[config.mk]
export PLATFORM = sky130hd
export DESIGN_NAME = wprot_ctrl
export DESIGN_NICKNAME = d
export VERILOG_FILES = /design/src/rtl/wprot_pkg.sv /design/src/rtl/wprot_sync.sv /design/src/rtl/wprot_seq.sv /design/src/rtl/wprot_region.sv /design/src/rtl/wprot_regs.sv /design/src/rtl/wprot_ctrl.sv
export SDC_FILE = /design/constraint.sdc
export NUM_CORES = 1
export LEC_CHECK = 0
export BUFFER_PORTS_ARGS = -buffer_cell sky130_fd_sc_hd__buf_2
export CAP_MARGIN = 20
export CELL_PAD_IN_SITES_DETAIL_PLACEMENT = 0
export CELL_PAD_IN_SITES_GLOBAL_PLACEMENT = 1
export CORE_ASPECT_RATIO = 2
export CORE_MARGIN = 4
export CORE_UTILIZATION = 44
export CTS_CLUSTER_DIAMETER = 100
export DETAILED_ROUTE_END_ITERATION = 8
export PLACE_DENSITY_LB_ADDON = 0.1
export SLEW_MARGIN = 20
export SYNTH_ARGS = -nofsm -noshare
export SYNTH_HDL_FRONTEND = slang
export SYNTH_HIERARCHICAL = 1
export SYNTH_SLANG_ARGS = --single-unit
[constraint.sdc]
create_clock -name clk -period 2.62 [get_ports clk]
set_input_delay 0.393 -clock clk [delete_from_list [all_inputs] [get_ports clk]]
set_output_delay 0.393 -clock clk [all_outputs]
set_load 0.01 [all_outputs]
[src/rtl/wprot_pkg.sv]
package wprot_pkg;
  typedef enum logic [1:0] {
    TGT_ARRAY   = 2'd0,
    TGT_ENLATCH = 2'd1,
    TGT_CFG     = 2'd2,
    TGT_STAT    = 2'd3
  } tgt_e;

  localparam logic [7:0] EN_SET_CODE = 8'h80;
  localparam logic [7:0] EN_CLR_CODE = 8'h00;
  localparam int         WPEN_BIT    = 7;
  localparam logic [1:0] PROT_REG_IX = 2'd0;
endpackage

[src/rtl/wprot_sync.sv]
module wprot_sync #(
  parameter int STAGES = 2
) (
  input  logic clk,
  input  logic rst_n,
  input  logic d_async,
  output logic q_sync
);
  logic [STAGES-1:0] chain_q;
  logic [STAGES-1:0] chain_d;

  generate
    for (genvar i = 0; i < STAGES; i++) begin : g_stage
      if (i == 0) begin : g_first
        assign chain_d[i] = d_async;
      end else begin : g_next
        assign chain_d[i] = chain_q[i-1];
      end
    end
  endgenerate

  always_ff @(posedge clk or negedge rst_n) begin
    if (!rst_n) chain_q <= '0;
    else        chain_q <= chain_d;
  end

  assign q_sync = chain_q[STAGES-1];
endmodule

[src/rtl/wprot_seq.sv]
module wprot_seq
  import wprot_pkg::*;
#(
  parameter int ADDR_W    = 8,
  parameter int MAX_BURST = 16,
  localparam int CNT_W    = $clog2(MAX_BURST + 1)
) (
  input  logic              clk,
  input  logic              rst_n,
  input  logic              cmd_start,
  input  tgt_e              cmd_tgt,
  input  logic [ADDR_W-1:0] cmd_addr,
  input  logic              byte_vld,
  output tgt_e              eff_tgt,
  output logic [ADDR_W-1:0] eff_addr,
  output logic              over_cap
);
  logic [ADDR_W-1:0] cur_addr, cur_addr_n;
  tgt_e              cur_tgt, cur_tgt_n;
  logic [CNT_W-1:0]  cnt, cnt_n, eff_cnt;
  logic              addr_en;

  always_comb begin
    eff_addr = cmd_start ? cmd_addr : cur_addr;
    eff_tgt  = cmd_start ? cmd_tgt  : cur_tgt;
    eff_cnt  = cmd_start ? '0 : cnt;
    over_cap = (eff_cnt >= CNT_W'(MAX_BURST));
  end

  always_comb begin
    addr_en    = cmd_start | byte_vld;
    cur_tgt_n  = eff_tgt;
    cur_addr_n = byte_vld ? eff_addr + ADDR_W'(1) : eff_addr;
    if (byte_vld && !over_cap) cnt_n = eff_cnt + CNT_W'(1);
    else                       cnt_n = eff_cnt;
  end

  always_ff @(posedge clk or negedge rst_n) begin
    if (!rst_n) begin
      cur_addr <= '0;
      cur_tgt  <= TGT_ARRAY;
      cnt      <= '0;
    end else if (addr_en) begin
      cur_addr <= cur_addr_n;
      cur_tgt  <= cur_tgt_n;
      cnt      <= cnt_n;
    end
  end


  addr_step_chk: assert property (@(posedge clk) disable iff (!rst_n)
    byte_vld |=> cur_addr == ADDR_W'($past(eff_addr) + ADDR_W'(1)));


  cap_sat_chk: assert property (@(posedge clk) disable iff (!rst_n)
    cnt <= CNT_W'(MAX_BURST));
endmodule

[src/rtl/wprot_region.sv]
module wprot_region #(
  parameter int ADDR_W = 8
) (
  input  logic [1:0]        bp,
  input  logic [ADDR_W-1:0] addr,
  output logic              in_blk
);
  logic [1:0] top2;
  assign top2 = addr[ADDR_W-1 -: 2];

  always_comb begin
    unique case (bp)
      2'b00:   in_blk = 1'b0;
      2'b01:   in_blk = (top2 == 2'b11);
      2'b10:   in_blk = top2[1];
      default: in_blk = 1'b1;
    endcase
  end
endmodule

[src/rtl/wprot_regs.sv]
module wprot_regs
  import wprot_pkg::*;
#(
  parameter int DATA_W = 8
) (
  input  logic              clk,
  input  logic              rst_n,
  input  logic              wel_set,
  input  logic              wel_clr,
  input  logic              prot_ld,
  input  logic [DATA_W-1:0] prot_data,
  input  logic              pin_sync,
  output logic              wel,
  output logic [1:0]        bp,
  output logic              wpen,
  output logic              hw_lock
);
  logic       wel_n, wpen_n, wel_en;
  logic [1:0] bp_n;

  always_comb begin
    wel_en = wel_set | wel_clr;
    wel_n  = wel_set;
    bp_n   = prot_data[1:0];
    wpen_n = prot_data[WPEN_BIT];
  end

  always_ff @(posedge clk or negedge rst_n) begin
    if (!rst_n)      wel <= 1'b0;
    else if (wel_en) wel <= wel_n;
  end

  always_ff @(posedge clk or negedge rst_n) begin
    if (!rst_n) begin
      bp   <= 2'b00;
      wpen <= 1'b0;
    end else if (prot_ld) begin
      bp   <= bp_n;
      wpen <= wpen_n;
    end
  end

  assign hw_lock = pin_sync & wpen;


  lock_hold_chk: assert property (@(posedge clk) disable iff (!rst_n)
    hw_lock |=> $stable(bp) && $stable(wpen));


  wel_src_chk: assert property (@(posedge clk) disable iff (!rst_n)
    !$stable(wel) |-> $past(wel_set || wel_clr));
endmodule

[src/rtl/wprot_ctrl.sv]
module wprot_ctrl
  import wprot_pkg::*;
#(
  parameter int ADDR_W      = 8,
  parameter int DATA_W      = 8,
  parameter int MAX_BURST   = 16,
  parameter int SYNC_STAGES = 2
) (
  input  logic              clk,
  input  logic              rst_n,
  input  logic              wp_pin,
  input  logic              cmd_start,
  input  logic [1:0]        cmd_tgt,
  input  logic [ADDR_W-1:0] cmd_addr,
  input  logic              byte_vld,
  input  logic [DATA_W-1:0] byte_data,
  output logic              ack_ok,
  output logic              ack_drop,
  output logic [ADDR_W-1:0] ack_addr,
  output logic              wel_o,
  output logic [1:0]        bp_o,
  output logic              wpen_o,
  output logic              hw_lock_o
);
  tgt_e              eff_tgt;
  logic [ADDR_W-1:0] eff_addr;
  logic              over_cap, in_blk, pin_sync;
  logic              wel, wpen, hw_lock;
  logic [1:0]        bp;
  logic              grant, wel_set, wel_clr, prot_ld;
  logic              ack_ok_n, ack_drop_n;

  wprot_sync #(.STAGES(SYNC_STAGES)) u_sync (
    .clk(clk), .rst_n(rst_n), .d_async(wp_pin), .q_sync(pin_sync));

  wprot_seq #(.ADDR_W(ADDR_W), .MAX_BURST(MAX_BURST)) u_seq (
    .clk(clk), .rst_n(rst_n), .cmd_start(cmd_start), .cmd_tgt(tgt_e'(cmd_tgt)),
    .cmd_addr(cmd_addr), .byte_vld(byte_vld), .eff_tgt(eff_tgt),
    .eff_addr(eff_addr), .over_cap(over_cap));

  wprot_region #(.ADDR_W(ADDR_W)) u_region (
    .bp(bp), .addr(eff_addr), .in_blk(in_blk));

  wprot_regs #(.DATA_W(DATA_W)) u_regs (
    .clk(clk), .rst_n(rst_n), .wel_set(wel_set), .wel_clr(wel_clr),
    .prot_ld(prot_ld), .prot_data(byte_data), .pin_sync(pin_sync),
    .wel(wel), .bp(bp), .wpen(wpen), .hw_lock(hw_lock));

  always_comb begin
    grant   = 1'b0;
    wel_set = 1'b0;
    wel_clr = 1'b0;
    prot_ld = 1'b0;
    unique case (eff_tgt)
      TGT_ARRAY: grant = wel & ~in_blk & ~over_cap;
      TGT_ENLATCH: begin
        grant   = (byte_data == DATA_W'(EN_SET_CODE)) ||
                  (byte_data == DATA_W'(EN_CLR_CODE));
        wel_set = byte_vld & (byte_data == DATA_W'(EN_SET_CODE));
        wel_clr = byte_vld & (byte_data == DATA_W'(EN_CLR_CODE));
      end
      TGT_CFG: begin
        grant   = wel & ~hw_lock;
        prot_ld = byte_vld & grant & (eff_addr[1:0] == PROT_REG_IX);
      end
      default: grant = 1'b1;
    endcase
    ack_ok_n   = byte_vld & grant;
    ack_drop_n = byte_vld & ~grant;
  end

  always_ff @(posedge clk or negedge rst_n) begin
    if (!rst_n) begin
      ack_ok   <= 1'b0;
      ack_drop <= 1'b0;
    end else begin
      ack_ok   <= ack_ok_n;
      ack_drop <= ack_drop_n;
    end
  end

  always_ff @(posedge clk or negedge rst_n) begin
    if (!rst_n)        ack_addr <= '0;
    else if (byte_vld) ack_addr <= eff_addr;
  end

  assign wel_o     = wel;
  assign bp_o      = bp;
  assign wpen_o    = wpen;
  assign hw_lock_o = hw_lock;


  nowel_drop_chk: assert property (@(posedge clk) disable iff (!rst_n)
    byte_vld && !wel && (eff_tgt == TGT_ARRAY || eff_tgt == TGT_CFG) |=> ack_drop);


  blk_drop_chk: assert property (@(posedge clk) disable iff (!rst_n)
    byte_vld && eff_tgt == TGT_ARRAY && in_blk |=> ack_drop);


  cfg_lock_chk: assert property (@(posedge clk) disable iff (!rst_n)
    byte_vld && eff_tgt == TGT_CFG && hw_lock |=> ack_drop && $stable(bp));


  stat_ok_chk: assert property (@(posedge clk) disable iff (!rst_n)
    byte_vld && eff_tgt == TGT_STAT |=> ack_ok);


  ack_excl_chk: assert property (@(posedge clk) disable iff (!rst_n)
    !(ack_ok && ack_drop));
endmodule

### Word-level counts from Yosys, hierarchy flattened

Cells that the tools add are included.

* add/sub/neg operators: 2
* muxes and demuxes: 10
* bitwise logic cells: 16
* reductions and logical operators: 7
* equality and inequality tests: 6
* order comparisons: 1

Operator list (count)
* 2-to-1 mux 8 bit: 2
* bitwise AND 1 bit: 10
* 2-to-1 mux 5 bit: 2
* adder 8 x 1 -> 8 bit (second input constant): 1
* equality test 8 bit (second input constant): 1
* zero test 8 bit: 1
* equality test 2 bit (second input constant): 3
* zero test 2 bit: 3
* one-hot mux 1 bit (3 select lines): 2
* adder 5 x 1 -> 5 bit (second input constant): 1
* greater-or-equal comparator 5 bit (second input constant): 1
* equality test 2 x 1 -> 1 bit (second input constant): 2
* NOT 1 bit: 4
* 2-to-1 mux 1 bit: 3
* 2-to-1 mux 2 bit: 1
* bitwise OR 1 bit: 2
* logical AND 1 bit: 1
* zero test 1 bit: 1
* logical OR 1 bit: 1

* register bits: 31
* input port bits: 23
* output and inout bits: 15

### Depth between registers and ports, before layout

* word-level depth: 9
* mapped depth: 9
* gate-level depth less buffers: 6

### Cells and area by module

The synthesis kept the hierarchy.

Modules (own cells, without submodules)
* wprot_seq: area an instance 935.9 um^2, seq. area each 375.4 um^2, cells an instance 92, instances 1
* wprot_ctrl: area an instance 454.2 um^2, seq. area each 250.2 um^2, cells an instance 37, instances 1
* wprot_regs: area an instance 151.4 um^2, seq. area each 100.1 um^2, cells an instance 10, instances 1
* wprot_sync: area an instance 50.0 um^2, seq. area each 50.0 um^2, cells an instance 2, instances 1
* wprot_region: area an instance 13.8 um^2, seq. area each 0.0 um^2, cells an instance 3, instances 1

### Worst setup path before layout

No wires, ideal clock.

* path type: input port to flip-flop
* start: in cmd_start
* end: reg u_regs.bp[0]
* required time: 2495 ps
* arrival: 2119 ps
* path buffers: 3
* setup slack: 376 ps
* library setup time: 125 ps
* stages on the path: 7
* cell sequence: buf_6 -> clkbuf_1 -> buf_2 -> mux2_2 -> nand2b_4 -> nor3_1 -> mux2_2

RTL lines
* from (decl): line wprot_ctrl.sv:12 `input logic cmd_start,`
* 2-to-1 mux 2 bit: line wprot_seq.sv:25 `eff_tgt = cmd_start ? cmd_tgt : cur_tgt;`
* named net eff_tgt[0]: line wprot_ctrl.sv:25 `tgt_e eff_tgt;`
* equality test 2 bit: line wprot_ctrl.sv:54 `unique case (eff_tgt)`
* 2-to-1 mux 1 bit: line wprot_ctrl.sv:54
* named net prot_ld: line wprot_ctrl.sv:30 `logic grant, wel_set, wel_clr, prot_ld;`
* to (signal assigned): line wprot_regs.sv:38 `bp <= bp_n;`
* to (decl): line wprot_regs.sv:14 `output logic [1:0] bp,`

The timed path passes the listed nets, and every way through them passes these cells.
A chain may end at the register's enable or synchronous reset.

### Worst setup path after layout

* start: in cmd_start
* end: reg u_seq.cur_addr[6]

* word-level cells in the longest chain between the ends: 3

RTL lines
* 2-to-1 mux 8 bit: line wprot_seq.sv:24 `eff_addr = cmd_start ? cmd_addr : cur_addr;`
* named net eff_addr[0]: line wprot_ctrl.sv:26 `logic [ADDR_W-1:0] eff_addr;`
* adder 8 x 1 -> 8 bit: line wprot_seq.sv:33 `cur_addr_n = byte_vld ? eff_addr + ADDR_W'(1) : eff_addr;`
* 2-to-1 mux 8 bit: line wprot_seq.sv:33
* to (signal assigned): line wprot_seq.sv:44 `cur_addr <= cur_addr_n;`
* to (decl): line wprot_seq.sv:18 `logic [ADDR_W-1:0] cur_addr, cur_addr_n;`

The timed path passes the listed nets, and every way through them passes these cells.

==> results.py <==
metrics = {
    "die": {
        "chipWidth_um": 50.71,
        "die_y_um": 93.42,
        "dieArea_mm2": 0.004737,
        "num_io_pins": 38,
        "core_mm2": 0.003453,
        "start_util_pct": 46.49,
        "placementRows": 30,
    },
    "timing": {
        "tightest_slew_ps": 678.7,
        "fmax_mhz": 510.6,
        "hold_ws_ps": 157.0,
        "finalSetupViolations": 0,
        "rsz0062_at_grt": "false",
        "setup-tns-final_ps": 0,
        "fin_skew_ps": 3.341,
        "slew-limit-headroom_pct": 54.75,
        "drv_slew": 0,
        "hold_viol_final": 0,
        "finalCriticalPeriod_ps": 1959,
        "fin_crit_sh_pct": 74.75,
        "setup_slack_ps": 661.5,
    },
    "synth": {
        "synth-edff-count": 0,
        "async_reset_ff_share_pct": 100.0,
        "syn_area_mm2": 0.001605,
        "synth_cells": 144,
        "synth_area_per_cell_um2": 11.15,
        "ys_warn_count": 6,
        "yosysSeqAreaShare_pct": 48.32,
        "synth_flop_cell": "dfrtp_1",
        "synth_cell_types": 38,
        "ys_ff_latch": 31,
        "synth_nets": 169,
    },
    "global_route": {
        "grtUsageTotal_pct": 16.65,
        "antenna_found_initial": 0,
        "grt_overflow": 0,
        "grt_max_degree": 32,
        "grt_pass1_wl_mm": 5.865,
        "grt_pass1_vias": 1276,
    },
    "clocking": {
        "cts_made_buffers": 5,
        "cts_tree": "yes",
        "clk_pin_slew_ps": 60,
        "clock_path_buffers": 2,
        "postCtsHoldBufs": 0,
        "clockRootBuffer": "clkbuf_8",
        "htreeDepth": 2,
        "insertion_delay_ps": 270,
        "cts_sinks": 31,
        "cts_setup_buffers": 0,
        "post_cts_resized": 0,
    },
    "pwr": {
        "vdd_drop_max_uv": 373.2,
        "p_per_area_mw_per_mm2": 658.7,
        "power.leakage_nw": 0.9395,
    },
    "run_status": {
        "outcome": "completed",
    },
    "detailed_routing": {
        "drt-total-wl_mm": 3.471,
        "avgRoutedWirePerCell_um": 14.90,
        "vias_per_cell": 5.107,
        "drt_pass1_iterations": 4,
        "vias": 1190,
        "ant_nets": 0,
        "drt_iter0_drc": 30,
        "drc": 0,
    },
    "placed_design": {
        "dp_slack_ps": 357.9,
        "gp_congestion": 0.7638,
        "place.port_buffers": 37,
        "dp_hpwl_mm": 2.749,
    },
    "final_layout": {
        "fin_nets": 209,
        "drive_gt1_share_pct": 38.38,
        "synthToLayoutAreaGrowth_pct": 21.51,
        "multiInputGateArea_um2": 763.2,
        "nFillCells": 317,
        "diodes": 0,
        "regArea_um2": 775.7,
        "fin_util_pct": 56.49,
    },
    "setup_path": {
        "path_class": "primary input to flip-flop",
        "cp_data_arrival_time_ps": 2110,
        "reg2reg_slack_ps": 870,
        "reg2reg_from": "u_seq/cur_addr[0]$_DFFE_PN0P_",
        "r2r_cells": 6,
        "path_max_fanout": 24,
        "cp-startpoint": "cmd_start",
        "worst_setup_path_start_kind": "primary input",
        "end_kind": "flip-flop",
        "cp.required_ps": 2780,
        "rr_endpoint": "u_seq/cur_addr[6]$_DFFE_PN0P_",
    },
    "flow_run": {
        "timing.max_cap.violations": 0,
    },
    "min_path": {
        "hold_path_class": "primary input to asynchronous set/reset pin",
    },
}
-- layout make-up --
class / count / area share, %
Tap cell: 48 / 3.079
Timing Repair Buffer: 39 / 10.26
Sequential cell: 31 / 39.77
Multi-Input combinational cell: 98 / 39.13
Clock buffer: 6 / 4.233
Clock inverter: 2 / 1.796
Inverter: 9 / 1.732
-- registers in the layout, indices dropped and copies added, names as in the netlist --
name and flops:
ack_addr 8, u_seq/cur_addr 8, u_seq/cnt 5, u_regs/bp 2
u_seq/cur_tgt 2, u_sync/chain_q 2, ack_drop 1, ack_ok 1
u_regs/wel 1, u_regs/wpen 1
-- cell families after synthesis --
kind of cell             share of synthesized area [%]
AND/OR/NAND/NOR                                  18.86
flip-flops                                       48.32
multiplexers                                     15.90
AO/OA/AOI/OAI                                    7.405
buffers and inverters                            4.131
XOR/XNOR                                         3.819
adder cells (fa/ha/maj)                          1.559
-- cells in the final DEF (no fill, tap or decap), types with 2 or more instances in the layout --
master	Yosys	final
ha_1	2	2
dfrtp_1	31	31
o21ai_0	6	6
clkbuf_8	0	6
nor3_1	3	3
nor2_1	9	9
nand2b_1	3	3
buf_2	2	37
mux2_2	20	20
nand3b_1	2	2
nor3b_1	2	2
a31oi_1	2	2
nand3_1	6	6
buf_4	0	2
a2111oi_0	2	2
nand2_1	6	6
nor4_1	3	3
and2b_1	2	2
o32a_1	2	2
and2_1	2	2
xnor2_1	6	6
nor2b_1	4	4
mux2i_1	3	3
inv_1	9	9
-- critical path: stages --
cell,delay (ps)
buf_2,330
mux2_2,300
ha_1,160
nand2_1,120
a2111oi_0,550
xnor2_1,180
mux2i_1,90
-- how the worst max path moves through the flow --
stage | to | cells after the start
after global placement | u_seq/cur_addr[6]$_DFFE_PN0P_ | 7
after detailed placement | u_seq/cur_addr[6]$_DFFE_PN0P_ | 7
after CTS | u_seq/cur_addr[6]$_DFFE_PN0P_ | 7
after global routing | u_seq/cur_addr[6]$_DFFE_PN0P_ | 7
after floorplan | u_regs/bp[0]$_DFFE_PN0P_ | 7
final | u_seq/cur_addr[6]$_DFFE_PN0P_ | 7
-- synthesized netlist by cell type, drive strengths merged (3+ instances only) --
master / number / area (µm²)
mux2i: 3 / 30.03
nand3b: 3 / 35.03
dfrtp: 31 / 775.7
xnor2: 6 / 52.55
nor2: 9 / 33.78
o21ai: 7 / 35.03
inv: 9 / 33.78
nor2b: 4 / 25.02
mux2: 20 / 225.2
nor4: 3 / 18.77
nand2: 6 / 22.52
buf: 4 / 25.02
nand2b: 4 / 32.53
nor3: 3 / 15.01
nand3: 6 / 30.03
-- metrics by stage --
stage,std cells,power (W),area (µm²)
5_1_grt,233,0.001362,1951
4_1_cts,233,0.001307,1951
3_5_place_dp,225,0.0008231,1833
6_report,233,0.001285,1951
3_3_place_gp,225,0.0008152,1833
2_1_floorplan,144,0.0007283,1605
-- per-layer routing --
| layer | global-route usage, % | part of all wire [%] | up-vias |
|---|---|---|---|
| met5 | 0 | 0 | - |
| met4 | 7.416 | 1.5 | 0 |
| met3 | 3.987 | 4.9 | 4 |
| met2 | 30.35 | 57 | 34 |
| met1 | 17.47 | 37 | 565 |
| li1 | - | - | 587 |
-- report_power, final --
part / total (W) / switching, W / internal, W / leakage [nW]
combinational: 0.000237 / 0.000124 / 0.000113 / 0.498
clock: 0.000476 / 0.000169 / 0.000307 / 0.0612
sequential: 0.000571 / 0.0000312 / 0.000540 / 0.380
total: 0.00128 / 0.000324 / 0.000961 / 0.939
(Power assumes the default switching activity.)
